### src/rtl/cdt_pkg.sv
`timescale 1ns/1ps
package cdt_pkg;
  typedef enum logic [1:0] {
    MODE_ONESHOT  = 2'd0,
    MODE_PERIODIC = 2'd1,
    MODE_DEADLINE = 2'd2,
    MODE_RSVD     = 2'd3
  } tmr_mode_e;

  localparam int ADDR_W = 3;
  localparam logic [ADDR_W-1:0] A_CTRL  = 3'd0;
  localparam logic [ADDR_W-1:0] A_INIT  = 3'd1;
  localparam logic [ADDR_W-1:0] A_CUR   = 3'd2;
  localparam logic [ADDR_W-1:0] A_DIV   = 3'd3;
  localparam logic [ADDR_W-1:0] A_DLINE = 3'd4;

  localparam int DIV_CFG_W = 4;
  localparam int SHIFT_W   = 3;

  // Code {b3,b1,b0}: 7 -> shift 0 (divide 1), n -> shift n+1.
  function automatic logic [SHIFT_W-1:0] div_shift(input logic [DIV_CFG_W-1:0] cfg);
    return {cfg[3], cfg[1:0]} + 3'd1;
  endfunction
endpackage

### src/rtl/cdt_prescaler.sv
`timescale 1ns/1ps
module cdt_prescaler
  import cdt_pkg::*;
#(
  parameter int PRE_W = 7
) (
  input  logic                 clk,
  input  logic                 rst_n,
  input  logic [DIV_CFG_W-1:0] div_cfg,
  output logic                 tick
);
  logic [PRE_W-1:0]   pre_cnt;
  logic [PRE_W:0]     mask_w;
  logic [SHIFT_W-1:0] shift;

  always_comb begin
    shift  = div_shift(div_cfg);
    mask_w = ({{PRE_W{1'b0}}, 1'b1} << shift) - 1'b1;
    tick   = (pre_cnt & mask_w[PRE_W-1:0]) == mask_w[PRE_W-1:0];
  end

  always_ff @(posedge clk or negedge rst_n) begin
    if (!rst_n) pre_cnt <= '0;
    else        pre_cnt <= pre_cnt + 1'b1;
  end
endmodule

### src/rtl/cdt_countdown.sv
`timescale 1ns/1ps
module cdt_countdown
  import cdt_pkg::*;
#(
  parameter int CNT_W = 32
) (
  input  logic             clk,
  input  logic             rst_n,
  input  tmr_mode_e        mode,
  input  logic             tick,
  input  logic             load_en,
  input  logic [CNT_W-1:0] load_val,
  output logic [CNT_W-1:0] cur_cnt,
  output logic [CNT_W-1:0] init_cnt,
  output logic             fire
);
  logic run;
  logic at_one;

  always_comb begin
    run    = (mode != MODE_DEADLINE) && tick && (cur_cnt != '0);
    at_one = (cur_cnt == {{(CNT_W-1){1'b0}}, 1'b1});
    fire   = run && at_one && !load_en;
  end

  always_ff @(posedge clk or negedge rst_n) begin
    if (!rst_n) begin
      cur_cnt  <= '0;
      init_cnt <= '0;
    end else if (load_en) begin
      init_cnt <= load_val;
      cur_cnt  <= load_val;
    end else if (run) begin
      if (at_one) cur_cnt <= (mode == MODE_PERIODIC) ? init_cnt : '0;
      else        cur_cnt <= cur_cnt - 1'b1;
    end
  end
endmodule

### src/rtl/cdt_deadline.sv
`timescale 1ns/1ps
module cdt_deadline #(
  parameter int TS_W = 64
) (
  input  logic            clk,
  input  logic            rst_n,
  input  logic            dl_mode,
  input  logic [TS_W-1:0] ts_in,
  input  logic            wr_en,
  input  logic [TS_W-1:0] wr_val,
  output logic [TS_W-1:0] dl_q,
  output logic            fire
);
  logic hit;

  always_comb begin
    hit  = dl_mode && (dl_q != '0) && (ts_in >= dl_q);
    fire = hit && !wr_en;
  end

  always_ff @(posedge clk or negedge rst_n) begin
    if (!rst_n)      dl_q <= '0;
    else if (wr_en)  dl_q <= wr_val;
    else if (hit)    dl_q <= '0;
  end
endmodule

### src/rtl/cdtimer_top.sv
`timescale 1ns/1ps
module cdtimer_top
  import cdt_pkg::*;
#(
  parameter int CNT_W  = 32,
  parameter int TS_W   = 64,
  parameter int VEC_W  = 8,
  parameter int DATA_W = 64
) (
  input  logic              clk,
  input  logic              rst_n,
  input  logic              wr_en,
  input  logic [2:0]        wr_addr,
  input  logic [DATA_W-1:0] wr_data,
  input  logic [2:0]        rd_addr,
  output logic [DATA_W-1:0] rd_data,
  input  logic [TS_W-1:0]   ts_in,
  output logic              irq_pulse,
  output logic [VEC_W-1:0]  irq_vector
);
  localparam int PRE_W = 7;
  localparam int CTRL_W = VEC_W + 2;

  tmr_mode_e            mode_q;
  logic [VEC_W-1:0]     vec_q;
  logic [DIV_CFG_W-1:0] div_q;
  logic                 tick;
  logic [CNT_W-1:0]     cur_cnt, init_cnt;
  logic [TS_W-1:0]      dl_q;
  logic                 cd_fire, dl_fire;
  logic                 wr_ctrl, wr_init, wr_div, wr_dl;

  always_comb begin
    wr_ctrl = wr_en && (wr_addr == A_CTRL);
    wr_init = wr_en && (wr_addr == A_INIT);
    wr_div  = wr_en && (wr_addr == A_DIV);
    wr_dl   = wr_en && (wr_addr == A_DLINE);
  end

  always_ff @(posedge clk or negedge rst_n) begin
    if (!rst_n) begin
      mode_q <= MODE_ONESHOT;
      vec_q  <= '0;
      div_q  <= '0;
    end else begin
      if (wr_ctrl) begin
        vec_q  <= wr_data[VEC_W-1:0];
        mode_q <= tmr_mode_e'(wr_data[CTRL_W-1:VEC_W]);
      end
      if (wr_div) div_q <= wr_data[DIV_CFG_W-1:0];
    end
  end

  cdt_prescaler #(.PRE_W(PRE_W)) pre_i (
    .clk(clk), .rst_n(rst_n), .div_cfg(div_q), .tick(tick)
  );

  cdt_countdown #(.CNT_W(CNT_W)) cd_i (
    .clk(clk), .rst_n(rst_n), .mode(mode_q), .tick(tick),
    .load_en(wr_init), .load_val(wr_data[CNT_W-1:0]),
    .cur_cnt(cur_cnt), .init_cnt(init_cnt), .fire(cd_fire)
  );

  cdt_deadline #(.TS_W(TS_W)) dl_i (
    .clk(clk), .rst_n(rst_n), .dl_mode(mode_q == MODE_DEADLINE),
    .ts_in(ts_in), .wr_en(wr_dl), .wr_val(wr_data[TS_W-1:0]),
    .dl_q(dl_q), .fire(dl_fire)
  );

  always_ff @(posedge clk or negedge rst_n) begin
    if (!rst_n) begin
      irq_pulse  <= 1'b0;
      irq_vector <= '0;
    end else begin
      irq_pulse  <= cd_fire || dl_fire;
      irq_vector <= (cd_fire || dl_fire) ? vec_q : '0;
    end
  end

  always_comb begin
    rd_data = '0;
    case (rd_addr)
      A_CTRL:  rd_data[CTRL_W-1:0]    = {mode_q, vec_q};
      A_INIT:  rd_data[CNT_W-1:0]     = init_cnt;
      A_CUR:   rd_data[CNT_W-1:0]     = cur_cnt;
      A_DIV:   rd_data[DIV_CFG_W-1:0] = div_q;
      A_DLINE: rd_data[TS_W-1:0]      = dl_q;
      default: rd_data = '0;
    endcase
  end
endmodule

### config.mk
export PLATFORM = sky130hd
export DESIGN_NAME = cdtimer_top
export DESIGN_NICKNAME = d
export VERILOG_FILES = /design/src/rtl/cdt_pkg.sv /design/src/rtl/cdt_prescaler.sv /design/src/rtl/cdt_countdown.sv /design/src/rtl/cdt_deadline.sv /design/src/rtl/cdtimer_top.sv
export SDC_FILE = /design/constraint.sdc
export NUM_CORES = 1
export LEC_CHECK = 0
export ABC_AREA = 1
export BUFFER_PORTS_ARGS = -buffer_cell sky130_fd_sc_hd__buf_2
export CAP_MARGIN = 25
export CORE_UTILIZATION = 51
export DETAILED_ROUTE_END_ITERATION = 7
export MAX_ROUTING_LAYER = met4
export PLACE_DENSITY = 0.86
export RECOVER_POWER = 100
export SETUP_SLACK_MARGIN = 0.3
export SLEW_MARGIN = 20
export SYNTH_ARGS = -nofsm -noshare
export SYNTH_HDL_FRONTEND = slang
export SYNTH_HIERARCHICAL = 1
export SYNTH_SLANG_ARGS = --single-unit
### constraint.sdc
create_clock -name clk -period 2.4 [get_ports clk]
set_clock_uncertainty 0.2 [all_clocks]
set_input_delay 0.12 -clock clk [delete_from_list [all_inputs] [get_ports clk]]
set_output_delay 0.12 -clock clk [all_outputs]
set_load 0.01 [all_outputs]
==> results of run 1 <==
-- area by class of cell --
| class | count | area (um2) | area share, % |
|---|---|---|---|
| Antenna cell | 2 | 5.00 | 0.0326 |
| Multi-Input combinational cell | 1179 | 6590 | 43.0 |
| Tap cell | 275 | 344 | 2.24 |
| Timing Repair Buffer | 416 | 2960 | 19.3 |
| Sequential cell | 158 | 3960 | 25.8 |
| Clock buffer | 21 | 480 | 3.13 |
| Clock inverter | 11 | 179 | 1.17 |
| Inverter | 213 | 821 | 5.35 |
-- state kept, by name, indices dropped and copies added (netlist names), 2 cells and up --
signal         cells
pre_i/pre_cnt      7
cd_i/cur_cnt      32
irq_vector         8
mode_q             2
dl_i/dl_q         64
vec_q              8
div_q              4
cd_i/init_cnt     32
-- cells in the final DEF (no fill, tap or decap), drive strengths merged, types with 42 or more instances in the layout --
master         n
nand3        177
nand2        582
dlygate4sd3   70
nor2         187
buf          274
clkbuf        93
o21ai         42
dfrtp        158
ha            68
inv          213
-- power groups by stage --
stage | combinational, mW | clock [mW] | sequential [mW]
3_5_place_dp | 3.75 | 0 | 3.71
5_1_grt | 4.94 | 3.18 | 3.77
6_report | 4.56 | 3.08 | 3.72
4_1_cts | 4.08 | 3.07 | 3.68
3_3_place_gp | 3.61 | 0 | 3.69
2_1_floorplan | 2.32 | 0 | 3.68
-- metal layers --
metal | wire length [um] | vias up | part of all wire, %
met4 | 2680 | 0 | 6.3
met2 | 20300 | 823 | 47
li1 | - | 5790 | -
met5 | 0 | - | 0
met3 | 3800 | 242 | 8.9
met1 | 16000 | 5987 | 37
-- worst min path at each step --
stage | startpoint | to | slack [ns] | cells past startpoint
floorplan | rst_n | cd_i/cur_cnt[0] | -0.38 | 0
global placement | rst_n | dl_i/dl_q[23] | -0.12 | 1
detailed placement | rst_n | dl_i/dl_q[23] | -0.12 | 1
CTS | wr_en | irq_pulse | 0.07 | 6
global route | wr_en | irq_pulse | 0.14 | 6
finish | wr_en | irq_pulse | 0.11 | 6
-- cell families (layout without fill, tap and decap cells) --
family | after synthesis | after routing
xor gates and xnor gates | 23 | 23
adders and majority gates | 68 | 68
AOI/OAI and AO/OA | 102 | 102
other | 0 | 2
and+or+nand+nor | 985 | 986
buffers and inverters | 268 | 661
DFF | 158 | 158
-- worst register-to-register path, cell delays in order, from the launching register on --
cell	delay (ns)
dfrtp_1	0.39
inv_1	0.10
ha_1	0.30
nand2_2	0.11
nor2_4	0.17
nand2_2	0.08
nor3_4	0.18
nand2_2	0.11
nor2_4	0.11
nand2_2	0.06
nand2_2	0.07
nand2_4	0.07
buf_6	0.14
nor2_4	0.18
nor2_4	0.09
nor2_1	0.14
-- repair_timing --
item	CTS	global route
hold buffers	71	0
buffers inserted	5	23
endpoints found under the setup margin	105	105
pin swaps	13	49
resized for setup	68	76
endpoints found under the hold margin	300	0
gates cloned	2	6
-- metrics by stage --
stage / power, mW / setup TNS [ns] / utilization, % / instance area (um2)
after floorplan: 6.00 / 0 / - / 11200
after global placement: 7.30 / -6.70 / 61.6 / 13100
after detailed placement: 7.46 / -11.45 / 61.6 / 13100
after CTS: 10.8 / -0.00196 / 69.8 / 14800
after global routing: 11.9 / -21.68 / 72.3 / 15300
final: 11.4 / -7.45 / 72.3 / 15300
==> metrics.md, run 1 <==
| Metric | Value |
|---|---|
| Core area | `0.0212 mm2` |
| Sw frac | `between 30 and 40%` |
| CTS Sinks | `roughly 160` |
| Final Cycle Share | `108%` |
| Crit end category | `register` |
| CP endpoint | `irq_vector[6]` |
| Num CTS Buffers | `17` |
| Area Growth Syn to Fin | `37.6%` |
| Slowest Stage Delay on Critical Path | `between 0.3 and 0.4 ns` |
| DRT Pass-1 Iters | `6` |
| Post-synth EDFFs | `0` |
| Critical-path maximum fanout | `5` |
| Drt initial violations | `around 1,200` |
| Worst path arrival time | `2.77 ns` |
| Final Max Slew Viols | `0` |
| Post-DRT Antenna Nets | `0` |
| FF-to-FF Start | `dl_i/dl_q[52]` |
| Synth Area per Inst | `6.95 um2` |
| Slew @ Worst Pin | `a little under 0.8 ns` |
| Core Rows | `53` |
| Hold Fails Final Rpt | `0` |
| Layout net count | `2,190` |
| Final instance count without filler cells | `between 2,000 and 2,500` |
| Yosys reg bits | `between 150 and 200` |
| DR DRC count | `0` |
| CP bufs+invs | `2` |
| Post-synthesis adder-cell area fraction | `approximately 7.6%` |
| Post-synth cell types | `41` |
| Simple logic cell fraction of the synthesized area | `around two fifths` |
| Clock buffer depth | `2` |
| R2R cell count | `15` |
| Failing checks | `setup timing` |
| Vias in the first global route | `around 12,000` |
| Mux contribution to synthesized area | `0%` |
| Clk slew on worst S/H paths | `0.07 ns` |
| First-pass GRT wire length | `~63,000 um` |
| Starting Density | `between 50 and 60%` |
| Synthesized area | `between 0.01 and 0.015 mm2` |
| Inst Count DP | `~2,100` |
| NetSw | `4.42 mW` |
| Post-Synth XOR/XNOR Area | `between 1.5 and 2%` |
| Startpoint types | `register` |
| Required @ worst endpoint | `roughly 2.6 ns` |
| PortBufs | `about 210` |
| Total GRT Usage | `a little under two fifths` |
| Sequential share of power | `roughly a third` |
| Synth Flop Type | `dfrtp_1` |
| Clk pwr share | `a little over a quarter` |
| Slowest cell on crit path | `dfrtp_1` |
| CTS Root Cell | `clkbuf_16` |
| Compound-cell area share of the yosys netlist | `about 5.0%` |
| Routed wire length | `42,700 um` |
| Initial antenna violation count | `2` |
| Most instantiated cells after synthesis | `nand2_1, inv_1, nor2_1, dfrtp_1, nand3_1` |
| Clock Latency Late Sink | `around 0.45 ns` |
| Async set-reset flop share out of synthesis | `100%` |
| Top-area cell type share of the netlist area | `a little over a third` |
| Main combinational cell family by area after synthesis | `simple AND/OR/NAND/NOR gates` |
| Top Ports | `210` |
| P_int | `6.94 mW` |
| Layout cell share with drive strength beyond 1 | `between 20 and 30%` |
| # Max-Cap Violations | `0` |
| Final WS setup | `-0.196 ns` |
| FF-to-FF setup slack | `-0.20 ns` |
| Synthesized instance count | `~1,600` |
| GRT busiest layer | `met2` |
| Die X | `around 150 um` |
| Post-synth top area cell | `dfrtp_1` |
| Max-slew headroom | `between 40% and 50%` |
| Max VDD drop | `roughly 0.62 mV` |
| DPL Wire Length | `26,500 um` |
| DR vias | `12,800` |
| Worst R2R End | `irq_vector[6]` |
| H-Tree Depth | `4` |
| Synth warn | `6` |
| Crit path launch | `dl_i/dl_q[52]` |
| PwrDens | `740 mW/mm2` |
| CTS tree | `done` |
| FILL cells | `roughly 1,600` |
| GRT met2 Usage | `about three fifths` |
| Mapped Nets | `~1,800` |
| Die area | `~0.022 mm2` |
| Status | `complete, but fails checks` |
| Pre-CTS setup slack | `-0.163 ns` |
| CP cell instances | `inv_1, ha_1, nand2_2, nor2_4, nand2_2, nor3_4, nand2_2, nor2_4, nand2_2, nand2_2, nand2_4, buf_6, nor2_4, nor2_4, nor2_1` |
| Top-count cell post-synth | `nand2_1` |
| Critical path class | `reg -> reg` |
| Crit path top cell by count | `nand2_2` |
| # setup viols final | `90` |
| Static Leak | `a little under 8 nW` |
| Stages on worst setup path | `15` |
| Peak Freq | `385 MHz` |
| RSZ-0062 raised after global routing | `yes` |
| Sequential-to-total area share from yosys stat | `between 30% and 40%` |
| Placer Congestion | `~1` |
| Met3 GRT Util | `under 10%` |
| Minimum clock period | `roughly 2.6 ns` |
| Comb power frac | `around 40%` |
| Die Y | `150 um` |
| CP top delay family | `simple AND/OR/NAND/NOR gates` |
| Tightest Hold Check Type | `in -> reg` |
| Top cells by area, synth | `dfrtp_1, nand2_1, ha_1, inv_1, nor2_1` |
| Grt met1 use | `~44%` |
| Average wire per standard cell | `approximately 19 um` |
| GRT overflow | `0` |
| Worst-case hold slack | `roughly 0.11 ns` |
| Largest net degree at the start of global routing | `62` |
| Detail-routed via count per cell | `between 5 and 6` |
No activity file was read; power rests on OpenSTA's default activity.
==> run 2: changes to the inputs <==
--- a/config.mk
+++ b/config.mk
@@ -12,7 +12,7 @@
 export DETAILED_ROUTE_END_ITERATION = 7
 export MAX_ROUTING_LAYER = met4
 export PLACE_DENSITY = 0.86
-export RECOVER_POWER = 100
+export RECOVER_POWER = 25
 export SETUP_SLACK_MARGIN = 0.3
 export SLEW_MARGIN = 20
 export SYNTH_ARGS = -nofsm -noshare
==> run 2 against run 1 <==
Net effect:
- the run still ends with setup timing left
- via count rose by 0.26%
- clock power about the same
- cell count is essentially flat
==> metrics.md, run 2 (same netlist as run 1, synthesis figures left out) <==
| Metric | Value |
|---|---|
| Initial antenna violation count | `2 (unchanged)` |
| Core area | `0.0212 mm2 (unchanged)` |
| Max VDD drop | `0.624 mV (-0.18%)` |
| Slew @ Worst Pin | `0.755 ns (-0.0302 ns)` |
| Largest register by flop count | `dl_i/dl_q` |
| Final Cycle Share | `108% (-0.54 points)` |
| Placer Congestion | `0.990 (unchanged)` |
| CP top delay family | `simple AND/OR/NAND/NOR gates` |
| Detail-routed via count per cell | `5.66 (+0.22%)` |
| Total GRT Usage | `37.1% (unchanged)` |
| PwrDens | `737 mW/mm2 (-0.43%)` |
| CTS Root Cell | `clkbuf_16` |
| Slowest Stage Delay on Critical Path | `0.39 ns (about the same)` |
| Layout cell share with drive strength beyond 1 | `27.9% (+2.6 points)` |
| Final Max Slew Viols | `0 (unchanged)` |
| Critical path class | `reg -> reg` |
| Critical-path maximum fanout | `5 (unchanged)` |
| Crit end category | `register` |
| Vias in the first global route | `12,400 (unchanged)` |
| Post-DP Area | `0.0131 mm2 (unchanged)` |
| First-pass GRT wire length | `62,500 um (unchanged)` |
| CP bufs+invs | `2 (unchanged)` |
| DRT Pass-1 Iters | `6 (unchanged)` |
| Post-Route Setup TNS | `-7.71 ns (-0.263 ns)` |
| DPL Wire Length | `26,500 um (unchanged)` |
| CTS Sinks | `158 (unchanged)` |
| Final WS setup | `-0.183 ns (+0.0130 ns)` |
| Die area | `0.0225 mm2 (unchanged)` |
| Num CTS Buffers | `17 (unchanged)` |
| GRT overflow | `0 (unchanged)` |
| Die Y | `150 um (unchanged)` |
| Worst-case hold slack | `0.113 ns (+0.00474 ns)` |
| Required @ worst endpoint | `2.57 ns (about the same)` |
| Startpoint types | `register` |
| Final instance count without filler cells | `2,276 (+0.044%)` |
| Clock buffer depth | `2 (unchanged)` |
| Static Leak | `8.14 nW (+2.9%)` |
| Pre-CTS setup slack | `-0.163 ns (unchanged)` |
| Tightest Hold Check Type | `in -> reg` |
| Core Rows | `53 (unchanged)` |
| Most frequent cells in the layout | `nand2_1, buf_2, inv_1` |
| Slowest cell on crit path | `dfrtp_1` |
| Routed wire length | `42,700 um (-0.15%)` |
| Hold Fails Final Rpt | `0 (unchanged)` |
| Max-slew headroom | `49.7% (+2.1 points)` |
| RSZ-0062 raised after global routing | `yes` |
| DR vias | `12,900 (+0.26%)` |
| Most common cell after layout, fill and taps aside | `nand2_1` |
| Layout net count | `2,190 (unchanged)` |
| Die X | `150 um (unchanged)` |
| Top Ports | `210 (unchanged)` |
| Failing checks | `setup timing` |
| PortBufs | `209 (unchanged)` |
| Number of flip-flops in the largest register | `64 (unchanged)` |
| Average wire per standard cell | `18.7 um (-0.19%)` |
| Peak Freq | `387 MHz (+0.50%)` |
| Status | `complete, but fails checks` |
| Finished Core Util | `72.8% (+0.46 points)` |
| Top flop regs | `dl_i/dl_q: 64 flops, cd_i/cur_cnt: 32 flops, cd_i/init_cnt: 32 flops` |
| Post-DRT Antenna Nets | `0 (unchanged)` |
| Minimum clock period | `2.58 ns (-0.0130 ns)` |
| Drt initial violations | `1,214 (-0.90%)` |
| Clk slew on worst S/H paths | `0.07 ns (about the same)` |
| CP cell instances | `inv_1, ha_1, nand2_2, nor2_4, nand2_2, nor3_4, nand2_2, nor2_4, nand2_2, nand2_2, nand2_4, buf_6, nor2_4, nor2_4, nor2_1` |
| Clock Latency Late Sink | `0.45 ns (about the same)` |
| Final instance area | `0.0154 mm2 (+0.64%)` |
| Area Growth Syn to Fin | `38.4%` |
| Starting Density | `52.6% (unchanged)` |
| Crit path top cell by count | `nand2_2` |
| Inst Count DP | `2,134 (unchanged)` |
| Total power | `11.4 mW (+0.20%)` |
| CTS tree | `done` |
| Worst path arrival time | `2.76 ns (about the same)` |
| Largest net degree at the start of global routing | `62 (unchanged)` |
| DR DRC count | `0 (unchanged)` |
| # setup viols final | `87 (-3.3%)` |
| H-Tree Depth | `4 (unchanged)` |
| # Max-Cap Violations | `0 (unchanged)` |
[run 2: repair_timing]
item	CTS	global route
setup buffers	5	23
endpoints found under the setup margin	105	105
resized for setup	68	76
pin swaps	13	49
hold buffers	71	0
gates cloned	2	6
endpoints found under the hold margin	300	0
[run 2: power breakdown]
group | total, mW | internal, mW | switching (mW) | leakage (nW)
registers | 3.72 | 3.17 | 0.548 | 2.02
clock network | 3.08 | 1.87 | 1.21 | 0.317
logic | 4.58 | 1.92 | 2.66 | 5.80
[run 2: layout make-up]
class / count / area [um2]
inverters: 213 / 822
well taps: 275 / 344
repair buffers: 416 / 3040
diodes: 3 / 7.51
fillers: 1526 / 5780
clock inverters: 11 / 179
multi-input cells: 1179 / 6610
clock buffers: 21 / 480
flip-flops and latches: 158 / 3960
[run 2: tightest hold or removal path: cells and delay by family]
family,cells,cell delay [ns]
simple gates,3,0.34
buf+inv,3,0.26
[run 2: worst paths after layout]
check	startpoint	to	slack, ns	cells after the start
max	dl_i/dl_q[52]	irq_vector[3]	-0.18	15
min	wr_en	irq_pulse	0.11	6
max reg2reg	dl_i/dl_q[52]	irq_vector[3]	-0.18	15
min reg2reg	pre_i/pre_cnt[0]	pre_i/pre_cnt[0]	0.27	1
max in group asynchronous	rst_n	cd_i/init_cnt[7]	0.21	4
min in group asynchronous	rst_n	dl_i/dl_q[63]	0.58	3
[run 2: per-layer routing]
| layer | vias to the layer above | share of wire, % | global-route usage [%] |
|---|---|---|---|
| met2 | 819 | 47 | 59.5 |
| met1 | 6012 | 37 | 44.2 |
| met5 | - | 0 | - |
| met4 | 0 | 6.3 | 20.7 |
| met3 | 241 | 8.9 | 6.31 |
| li1 | 5804 | - | - |
